===== config.mk =====
export PLATFORM = sky130hd
export DESIGN_NAME = fec_csr
export DESIGN_NICKNAME = d
export VERILOG_FILES = /design/src/rtl/fec_csr_pkg.sv /design/src/rtl/fec_cfg_regs.sv /design/src/rtl/fec_sat_counter.sv /design/src/rtl/fec_csr.sv
export SDC_FILE = /design/constraint.sdc
export NUM_CORES = 1
export LEC_CHECK = 0
export ABC_AREA = 1
export CAP_MARGIN = 20
export CORE_MARGIN = 4
export CORE_UTILIZATION = 50
export CTS_BUF_LIST = sky130_fd_sc_hd__clkbuf_4
export DETAILED_ROUTE_END_ITERATION = 8
export DONT_BUFFER_PORTS = 1
export PLACE_DENSITY_LB_ADDON = 0.15
export SLEW_MARGIN = 15
export SYNTH_ARGS = -nofsm -noshare
export SYNTH_HDL_FRONTEND = slang
export SYNTH_SLANG_ARGS = --single-unit

===== constraint.sdc =====
create_clock -name clk -period 3.3 [get_ports clk]
set_input_delay 0.165 -clock clk [delete_from_list [all_inputs] [get_ports clk]]
set_output_delay 0.165 -clock clk [all_outputs]
set_load 0.05 [all_outputs]

===== src/rtl/fec_csr_pkg.sv =====
package fec_csr_pkg;
    // Word indices (byte offset / 4); counter order follows evt_pulse bits
    localparam int IDX_ENABLE   = 0;
    localparam int IDX_CODE     = 1;
    localparam int IDX_FEC_ET   = 2;
    localparam int IDX_PAY_ET   = 3;
    localparam int IDX_CNT_BASE = 4;
    localparam int NUM_EVT      = 5;
    localparam int IDX_LAST     = IDX_CNT_BASE + NUM_EVT - 1;

    localparam logic [15:0] FEC_ET_RST = 16'hBABE;
    localparam logic [15:0] PAY_ET_RST = 16'h0800;

    typedef struct packed {
        logic        ack;
        logic [31:0] rdata;
    } bus_state_t;
endpackage


===== src/rtl/fec_cfg_regs.sv =====
module fec_cfg_regs
    import fec_csr_pkg::*;
#(
    parameter int CODE_W = 4
) (
    input  logic              clk,
    input  logic              rst_n,
    input  logic              wr_enable,
    input  logic              wr_code,
    input  logic              wr_fec_et,
    input  logic              wr_pay_et,
    input  logic [15:0]       wr_data,
    output logic              enc_en,
    output logic              dec_en,
    output logic [CODE_W-1:0] code_type,
    output logic [15:0]       fec_ethtype,
    output logic [15:0]       pay_ethtype
);
    typedef struct packed {
        logic              enc;
        logic              dec;
        logic [CODE_W-1:0] code;
        logic [15:0]       fec_et;
        logic [15:0]       pay_et;
    } cfg_t;

    cfg_t cfg_d, cfg_q;

    always_comb begin
        cfg_d = cfg_q;
        if (wr_enable) begin
            cfg_d.enc = wr_data[0];
            cfg_d.dec = wr_data[1];
        end
        if (wr_code)   cfg_d.code   = wr_data[CODE_W-1:0];
        if (wr_fec_et) cfg_d.fec_et = wr_data;
        if (wr_pay_et) cfg_d.pay_et = wr_data;
    end

    always_ff @(posedge clk) begin
        if (!rst_n) begin
            cfg_q <= '{enc: 1'b0, dec: 1'b0, code: '0,
                       fec_et: FEC_ET_RST, pay_et: PAY_ET_RST};
        end else begin
            cfg_q <= cfg_d;
        end
    end

    assign enc_en      = cfg_q.enc;
    assign dec_en      = cfg_q.dec;
    assign code_type   = cfg_q.code;
    assign fec_ethtype = cfg_q.fec_et;
    assign pay_ethtype = cfg_q.pay_et;
endmodule


===== src/rtl/fec_sat_counter.sv =====
module fec_sat_counter #(
    parameter int CNT_W = 32
) (
    input  logic             clk,
    input  logic             rst_n,
    input  logic             inc,
    output logic [CNT_W-1:0] value
);
    logic [CNT_W-1:0] cnt_d, cnt_q;

    always_comb begin
        cnt_d = cnt_q;
        if (inc && (cnt_q != {CNT_W{1'b1}})) cnt_d = cnt_q + 1'b1;
    end

    always_ff @(posedge clk) begin
        if (!rst_n) cnt_q <= '0;
        else        cnt_q <= cnt_d;
    end

    assign value = cnt_q;
endmodule


===== src/rtl/fec_csr.sv =====
module fec_csr
    import fec_csr_pkg::*;
#(
    parameter int ADDR_W = 6,
    parameter int CODE_W = 4,
    parameter int CNT_W  = 32
) (
    input  logic              clk,
    input  logic              rst_n,
    input  logic              wb_cyc,
    input  logic              wb_stb,
    input  logic              wb_we,
    input  logic [ADDR_W-1:0] wb_adr,
    input  logic [31:0]       wb_dat_w,
    output logic              wb_ack,
    output logic [31:0]       wb_dat_r,
    input  logic [NUM_EVT-1:0] evt_pulse,
    output logic              enc_en,
    output logic              dec_en,
    output logic [CODE_W-1:0] code_type,
    output logic [15:0]       fec_ethtype,
    output logic [15:0]       pay_ethtype
);
    localparam int IDX_W = ADDR_W - 2;

    bus_state_t bus_d, bus_q;
    logic [IDX_W-1:0] word_idx;
    logic             access, wr_access;
    logic [31:0]      rd_word;
    logic [CNT_W-1:0] cnt_val [NUM_EVT];

    assign word_idx  = wb_adr[ADDR_W-1:2];
    assign access    = wb_cyc && wb_stb && !bus_q.ack;
    assign wr_access = access && wb_we;

    fec_cfg_regs #(.CODE_W(CODE_W)) u_cfg (
        .clk        (clk),
        .rst_n      (rst_n),
        .wr_enable  (wr_access && (word_idx == IDX_W'(IDX_ENABLE))),
        .wr_code    (wr_access && (word_idx == IDX_W'(IDX_CODE))),
        .wr_fec_et  (wr_access && (word_idx == IDX_W'(IDX_FEC_ET))),
        .wr_pay_et  (wr_access && (word_idx == IDX_W'(IDX_PAY_ET))),
        .wr_data    (wb_dat_w[15:0]),
        .enc_en     (enc_en),
        .dec_en     (dec_en),
        .code_type  (code_type),
        .fec_ethtype(fec_ethtype),
        .pay_ethtype(pay_ethtype)
    );

    for (genvar g = 0; g < NUM_EVT; g++) begin : g_cnt
        fec_sat_counter #(.CNT_W(CNT_W)) u_cnt (
            .clk  (clk),
            .rst_n(rst_n),
            .inc  (evt_pulse[g]),
            .value(cnt_val[g])
        );
    end

    always_comb begin
        rd_word = '0;
        case (word_idx)
            IDX_W'(IDX_ENABLE): rd_word = {30'd0, dec_en, enc_en};
            IDX_W'(IDX_CODE):   rd_word = 32'(code_type);
            IDX_W'(IDX_FEC_ET): rd_word = {16'd0, fec_ethtype};
            IDX_W'(IDX_PAY_ET): rd_word = {16'd0, pay_ethtype};
            default:            rd_word = '0;
        endcase
        for (int i = 0; i < NUM_EVT; i++) begin
            if (word_idx == IDX_W'(IDX_CNT_BASE + i)) rd_word = 32'(cnt_val[i]);
        end
    end

    always_comb begin
        bus_d       = bus_q;
        bus_d.ack   = access;
        bus_d.rdata = (access && !wb_we) ? rd_word : '0;
    end

    always_ff @(posedge clk) begin
        if (!rst_n) bus_q <= '0;
        else        bus_q <= bus_d;
    end

    assign wb_ack   = bus_q.ack;
    assign wb_dat_r = bus_q.rdata;
endmodule


* Yosys cells after proc, flatten, opt, wreduce, memory -nomap -nowiden
Index checks and enable logic that the tools add are counted.
** Storage, ports and cells
- Flip-flop bits (word level) :: 231
- Input port bits :: 48
- Output and inout port bits :: 71
- Logic and storage cells :: 53
** Cells by class
- Add/sub/neg operators :: 5
- Eq/ne operators :: 13
- Mux-type cells :: 6
- Reduce and logical (&&, ||, !) cells :: 17
** Operator list (count)
- 32-bit by 1-bit adder with 32-bit output, second input constant :: 5
- 32-bit 2-to-1 mux :: 5
- 32-bit inequality test, second input constant :: 5
- 16-bit case mux with 4 select lines :: 1
- 4-bit by 3-bit == test with 1-bit output, second input constant :: 4
- 1-bit logical AND :: 13
- 4-bit by 2-bit == test with 1-bit output, second input constant :: 2
- 4-bit by 1-bit == test with 1-bit output, second input constant :: 1
- 4-bit == test, second input constant :: 1
- 4-bit zero test :: 1
- 1-bit zero test :: 2
- 2-bit AND reduction :: 1

* Logic depth before layout (Yosys ltp)
Gate-level depths: netlist of run 1.
- Depth after elaboration :: 7
- Mapped depth :: 12
- Mapped depth without buffers :: 12

* Hierarchy
From an unflattened synthesis of run 1, not the netlist that was laid out.
** Unflattened totals
- Cell total of the unflattened synthesis :: 2258
- Area, all modules :: 13364.1 sq um
** By module, submodules not included
- fec_sat_counter :: times used 5, cells an instance 324, area each 1911.8 sq um, seq. area each 640.6 sq um
- fec_csr :: times used 1, cells an instance 432, area each 2344.7 sq um, seq. area each 660.6 sq um
- fec_cfg_regs :: times used 1, cells an instance 206, area each 1460.2 sq um, seq. area each 760.7 sq um

* Worst setup path before layout of run 1
No wires, ideal clock.
- Kind :: register to register
- Start point :: register g_cnt[0].u_cnt.cnt_q[0]
- End point :: register g_cnt[0].u_cnt.cnt_q[31]
- Setup time :: 0.132 ns
- Arrival :: 1.609 ns
- Data required time :: 3.168 ns
- Setup slack :: 1.559 ns
- Cell stages (with the launch flop) :: 13
- Path buffers :: 2
- Period minus slack after synthesis :: 1.741 ns
- Cells stage by stage :: dfxtp_1 ha_1 inv_2 nor2_4 nand2_4 nor2_4 nand2_2 nand2_4 inv_2 buf_6 buf_6 nand2_1 a21oi_1
** On the way
- Longest elaborated chain between the ends :: 2
** Ends and longest elaborated chain
- start, declared :: RTL line fec_sat_counter.sv:9 : logic [CNT_W-1:0] cnt_d, cnt_q;
- start signal, assigned :: RTL line fec_sat_counter.sv:18 : else cnt_q <= cnt_d;
- branches (longest 2 deep; another with 32-bit by 1-bit adder with 32-bit output)
Several ways; the timed one is not identified.
A chain may end at the register's enable or synchronous reset.

* Worst setup path in the final report of run 1
- Start point :: register bus_q (netlist bit wb_ack)
- End point :: register u_cfg.cfg_q (netlist bit u_cfg.fec_ethtype[5])
** On the way
- Longest elaborated chain between the ends :: 4
** Ends and longest elaborated chain
- start, declared :: RTL line fec_csr.sv:26 : bus_state_t bus_d, bus_q;
- start signal, assigned :: RTL line fec_csr.sv:82 : else bus_q <= bus_d;
- 1-bit zero test :: RTL line fec_csr.sv:33 : assign access = wb_cyc && wb_stb && !bus_q.ack;
- 1-bit logical AND :: RTL line fec_csr.sv:33
- 1-bit logical AND :: RTL line fec_csr.sv:34 : assign wr_access = access && wb_we;
- 1-bit logical AND :: RTL line fec_csr.sv:41 : .wr_fec_et (wr_access && (word_idx == IDX_W'(IDX_FEC_ET))),
- end signal, assigned :: RTL line fec_cfg_regs.sv:42 : cfg_q <= '{enc: 1'b0, dec: 1'b0, code: '0,
- end signal, assigned :: RTL line fec_cfg_regs.sv:45 : cfg_q <= cfg_d;
- end, declared :: RTL line fec_cfg_regs.sv:27 : cfg_t cfg_d, cfg_q;
Every way passes these cells.

==> results.cfg, run 1 <==
[run_status]
status = completed

[die]
die_area_um2 = 30070
num_rows = 60
start_util_pct = 50.75
fp.dieH_um = 173.4
ios = 119
die-width_um = 173.4
coreArea_um2 = 26950

[route]
dr.pass1.iters = 8
drt_wl_total_um = 45800
ant_nets = 0
drt-vias-per-instance = 5.395
drtIter0Drc = 1486
num_vias = 14610
routedWlPerCell_um = 16.91
drc = 0

[timing]
finalSetupTns_ps = 0
grt_setup_unrepaired = false
setup_viol = 0
tightest_slew_ps = 701.1
period_needed_ps = 2924
fin_hold_ws_ps = 75.35
fmax_mhz = 342.0
finalHoldViolCount = 0
drv_slew = 0
max-slew-margin-rel_pct = 53.15
fin_skew_ps = 43.60
period_share_pct = 88.61

[global_route]
grt_pass1_vias = 13050
grt_pass1_wl_um = 71550
grt_max_degree = 110
antenna_found_initial = 1
gr-usage-all-layers_pct = 29.48
grt.overflow.total = 0

[synth]
synth.avg_cell_area_um2 = 6.010
synth_seq_area_share_pct = 33.81
ys_async_sr_fraction_pct = 0
syn_nets = 2329
yosysTopAreaCell = dfxtp_1
netlist_top_cells_area = dfxtp_1 (34%), nand2_1 (24%), nor2_1 (11%)
synth_top_area_share_pct = 33.81
ys_top_cells_by_count = nand2_1 (880), nor2_1 (404), dfxtp_1 (231)
synth_area_um2 = 13680
ys_seq_elements = 231
syn_inst = 2276
ys_types = 34
ys_warn_count = 0
synth_edf_count = 0
synthFlopType = dfxtp_1
synth.most_common_cell = nand2_1

[flow_run]
cap_violations = 0

[setup_path]
critPathLaunch = wb_ack$_SDFF_PN0_
critPathCaptureType = register
r2r_slack_ps = 380
r2r-end = u_cfg.fec_ethtype[5]$_SDFFE_PN1P_
reg2reg_depth = 7
r2r-start = wb_ack$_SDFF_PN0_
start_kind = register
arrival_ps = 3510
endpoint = u_cfg.fec_ethtype[5]$_SDFFE_PN1P_
crit_path_max_fanout = 10
crit_required_ps = 3880
crit_type = register to register

[finish]
post-route-cell-area_um2 = 15040
n_fill_cell = 2792
nets = 2378
final_util_pct = 55.81
regArea_um2 = 4624
final_layout_size_suffix_gt1_share_pct = 7.058
syn_to_final_growth_pct = 9.962
multiInputGateArea_um2 = 8040

[clock_tree]
cts_root_buffer = clkbuf_4
cts.htree.levels = 3
cts_tree = done
numCtsBuffers = 68
post_cts_resized = 0
clock_path_buffers = 3
cts.clk_slew.worst_paths_ps = 80
insertion_delay_ps = 700
numClockSinks = 231

[placement]
gp_congestion = 0.9699
io_buffer_count = 0
postPlaceCellArea_um2 = 13750
post-dp-hpwl_um = 33130

[power_and_ir_drop]
p_leak_nw = 5.368
vdd_drop_max_mv = 0.2866
pwr_density_cell_nw_per_um2 = 389.0

[hold_path]
hp-class = input port to register
==> per-stage QoR <==
stage / std cells / power (W) / setup slack (ps)
6_report: 2708 / 0.005851 / 375.8
5_1_grt: 2708 / 0.006080 / 238.8
4_1_cts: 2707 / 0.005908 / 450.3
3_5_place_dp: 2552 / 0.003134 / 925.5
3_3_place_gp: 2552 / 0.003130 / 958.4
2_1_floorplan: 2276 / 0.003096 / 1559
==> cell families (layout without fill, tap and decap cells) <==
kind of cell               Yosys count  in the layout  synth area share (%)
and+or+nand+nor                   1472           1472                 43.68
AOI/OAI and AO/OA                  283            283                 10.92
DFF                                231            231                 33.81
buffers and inverters              228            318                 7.483
xor gates and xnor gates            57             57                 3.650
adders and majority gates            5              5                0.4574
other                                0              1                     0
==> registers in the layout, indices dropped and copies added (netlist names) <==
signal and cells:
g_cnt.u_cnt.value 160, u_cfg.code_type 4, u_cfg.dec_en 1, u_cfg.enc_en 1, u_cfg.fec_ethtype 16, u_cfg.pay_ethtype 16, wb_ack 1, wb_dat_r 32
==> per-layer routing <==
metal / vias to the layer above / global-route usage (%) / wire length, µm
li1: 7310 / - / -
met3: 97 / 6.347 / 4056
met2: 606 / 44.29 / 19710
met4: 0 / 10.84 / 1508
met5: - / 0 / 0
met1: 6596 / 41.70 / 20520
==> layout make-up <==
| class | count | area share, % |
|---|---|---|
| well taps | 341 | 2.837 |
| clock buffers | 96 | 4.792 |
| multi-input cells | 1817 | 53.46 |
| diodes | 1 | 0.01664 |
| clock inverters | 15 | 0.7237 |
| flip-flops and latches | 231 | 30.75 |
| inverters | 155 | 3.902 |
| repair buffers | 52 | 3.527 |
==> worst max-delay path, cell delays in order (launching register included) <==
cell and delay [ps]:
dfxtp_1 470, nand3b_1 390, nor2_1 580, nand2_1 360, buf_4 280, nand2_1 90, nand3_1 110, dlygate4sd3_1 570
==> cells in the final DEF, fill, tap and decap left out, types with 3 or more instances in the layout <==
cell           instances
nand4_1               17
nand3_1               89
nand2_1              880
a211oi_1              14
clkbuf_4              96
a21oi_1              141
o21ai_0              101
nor3_1                15
dfxtp_1              231
nor2_2                13
inv_2                 10
dlygate4sd3_1         43
nand2_4                5
a22oi_1                4
nand3_2                3
o211ai_1               4
o22ai_1               14
clkinv_1               8
buf_4                  7
inv_1                142
nand3b_1              25
ha_1                   5
nand2_2               12
clkinvlp_4             4
nor2_4                 6
nor2_1               404
xnor2_1               14
xor2_1                43
==> where the power goes <==
group / leakage, nW / switching (W) / internal, W
clock: 0.480 / 0.00130 / 0.00142
sequential: 1.86 / 0.0000365 / 0.00281
combinational: 3.03 / 0.000216 / 0.0000757
==> how the worst min path moves through the flow <==
stage	start	end	depth (start not counted)
4_1_cts	wb_adr[3]	wb_dat_r[0]$_SDFF_PN0_	4
3_3_place_gp	rst_n	u_cfg.fec_ethtype[7]$_SDFFE_PN1P_	1
6_report	wb_adr[5]	wb_dat_r[3]$_SDFF_PN0_	5
2_1_floorplan	wb_dat_w[11]	u_cfg.fec_ethtype[11]$_SDFFE_PN1P_	2
3_5_place_dp	rst_n	u_cfg.fec_ethtype[1]$_SDFFE_PN1P_	1
5_1_grt	wb_adr[3]	wb_dat_r[0]$_SDFF_PN0_	4
==> what timing repair did <==
item                      CTS  global route
hold buffers               44             0
hold endpoints to repair  224             0
setup buffers               0             0
Power figures use the tool's default switching activity.
==> run 2: changes to the inputs <==
==> constraint.sdc (replaced) <==
create_clock -name clk -period 2.85 [get_ports clk]
set_input_delay 0.1425 -clock clk [delete_from_list [all_inputs] [get_ports clk]]
set_output_delay 0.1425 -clock clk [all_outputs]
set_load 0.05 [all_outputs]
==> run 2 against run 1 <==
  * Sequential power is 16% higher
  * Total power up 16%
  * Utilization rose by 0.20 points
  * Clock power up 16%
  * Count of clock-buffer cells in the layout is 6 lower
  * Global-route usage up 0.20 points
  * Critical endpoint is now u_cfg.code_type[0]$_SDFFE_PN0P_
  * Highest routed layer unchanged
==> results.cfg, run 2 (synthesis results as in run 1) <==
[run_status]
status = completed

[clock_tree]
insertion_delay_ps = 710
clock_path_buffers = 3
numCtsBuffers = 68
cts_root_buffer = clkbuf_4
cts_tree = done
cts.htree.levels = 3
cts.clk_slew.worst_paths_ps = 60
numClockSinks = 231

[finish]
largest_reg_flops = 160
multiInputGateArea_um2 = 8040
nets = 2384
regArea_um2 = 4624
syn_to_final_growth_pct = 10.35
final_cell_mix = nand2_1 (880), nor2_1 (404), dfxtp_1 (231)
n_fill_cell = 2770
final_layout_size_suffix_gt1_share_pct = 6.950
layout_commonest_cell = nand2_1

[setup_path]
crit_required_ps = 3440
crit_path_max_fanout = 5
cp_common_cell = dlygate4sd3_1
start_kind = input port
slowest_delay_ps = 610
crit_buf_inv = 5
r2r_slack_ps = 300
critPathCaptureType = register
cp_cell_sequence = dlygate4sd3_1 -> nor2_1 -> dlygate4sd3_1 -> nand2_1 -> dlygate4sd3_1 -> inv_1 -> nand2_1 -> dlygate4sd3_1 -> o21ai_0 -> nor2_1
cp_slowest_cell = dlygate4sd3_1
cp_top_family = buffers and inverters
arrival_ps = 3210
crit_type = input port to register

[placement]
dpl_worst_slack_ps = 721.3
gp_congestion = 0.9657
post-dp-hpwl_um = 33310
io_buffer_count = 0

[global_route]
gr-usage-all-layers_pct = 29.68
grt_pass1_vias = 13450
antenna_found_initial = 1
grt_pass1_wl_um = 72630
grt.overflow.total = 0
grt_max_degree = 127

[timing]
fmax_mhz = 382.6
tightest_slew_ps = 857.0
fin_hold_ws_ps = 36.27
grt_setup_unrepaired = false
finalHoldViolCount = 0
setup_viol = 0
drv_slew = 0
worst_slack_ps = 236.0
max-slew-margin-rel_pct = 42.56
finalSetupTns_ps = 0
period_needed_ps = 2614
fin_skew_ps = 50.86
period_share_pct = 91.72

[route]
ant_nets = 0
dr.pass1.iters = 6
top_layer = met4
routedWlPerCell_um = 16.83
wl_met3_um = 3674
wl_met1_um = 20440
wl_met2_um = 20300
drc = 0
drtIter0Drc = 1469
drt_wl_total_um = 45710
drt-vias-per-instance = 5.405
num_vias = 14680

[power_and_ir_drop]
p_int_w = 0.004989
p_sw_w = 0.001799
pwr-share-clk_pct = 46.5
comb_power_share_pct = 5.1
p_leak_nw = 5.395
vdd_drop_max_mv = 0.3656
pwr_density_cell_nw_per_um2 = 449.7
seqPwrFrac_pct = 48.5
swShare_pct = 26.51

[die]
start_util_pct = 50.75
num_rows = 60
fp.dieH_um = 173.4
die-width_um = 173.4
ios = 119
die_area_um2 = 30070
coreArea_um2 = 26950

[hold_path]
hp-class = input port to register

[flow_run]
cap_violations = 0
-- run 2: per-stage QoR --
stage	instance area, µm²	utilization, %	total power (W)	cells
global placement	13780	51.13	0.003628	2556
detailed placement	13780	51.13	0.003633	2556
finish	15090	56.00	0.006788	2716
global route	15090	56.00	0.007077	2716
floorplan	13680	-	0.003585	2276
CTS	15090	55.98	0.006854	2715
-- run 2: worst paths after layout --
path / startpoint / to / depth (start not counted)
max: wb_adr[3] / u_cfg.code_type[0]$_SDFFE_PN0P_ / 10
min: wb_adr[3] / wb_dat_r[0]$_SDFF_PN0_ / 4
max reg2reg: g_cnt[3].u_cnt.value[1]$_SDFFE_PN0P_ / g_cnt[3].u_cnt.value[10]$_SDFFE_PN0P_ / 12
min reg2reg: g_cnt[1].u_cnt.value[30]$_SDFFE_PN0P_ / g_cnt[1].u_cnt.value[30]$_SDFFE_PN0P_ / 2
-- run 2: routing by layer --
| layer | vias up | global-route usage, % |
|---|---|---|
| li1 | 7322 | - |
| met1 | 6684 | 41.53 |
| met2 | 590 | 46.69 |
| met3 | 84 | 5.191 |
| met4 | 0 | 9.578 |
| met5 | - | 0 |
-- run 2: tightest hold or removal path: stages --
cell and delay (ps):
o211ai_1 70, nand4_1 150, nand2_1 180, a21oi_1 110
-- run 2: repair_timing --
| item | in CTS | in global routing |
|---|---|---|
| resized for setup | 0 | 1 |
| endpoints found under the setup margin | 0 | 1 |
| hold endpoints to repair | 226 | 0 |
| setup buffers | 0 | 0 |
| hold buffers | 46 | 0 |
-- run 2: power by group through the flow --
stage               Combinational (W)  Clock [W]  Sequential [W]
finish                       0.000344    0.00315         0.00329
detailed placement           0.000271          0         0.00336
global placement             0.000268          0         0.00336
CTS                          0.000339    0.00323         0.00329
global route                 0.000377    0.00341         0.00329
floorplan                    0.000230          0         0.00336
-- run 2: layout make-up --
cell class / instances / share of cell area (%)
multi-input cells: 1817 / 53.27
clock inverters: 23 / 1.011
repair buffers: 58 / 3.871
inverters: 155 / 3.888
diodes: 1 / 0.01658
flip-flops and latches: 231 / 30.64
well taps: 341 / 2.827
clock buffers: 90 / 4.477
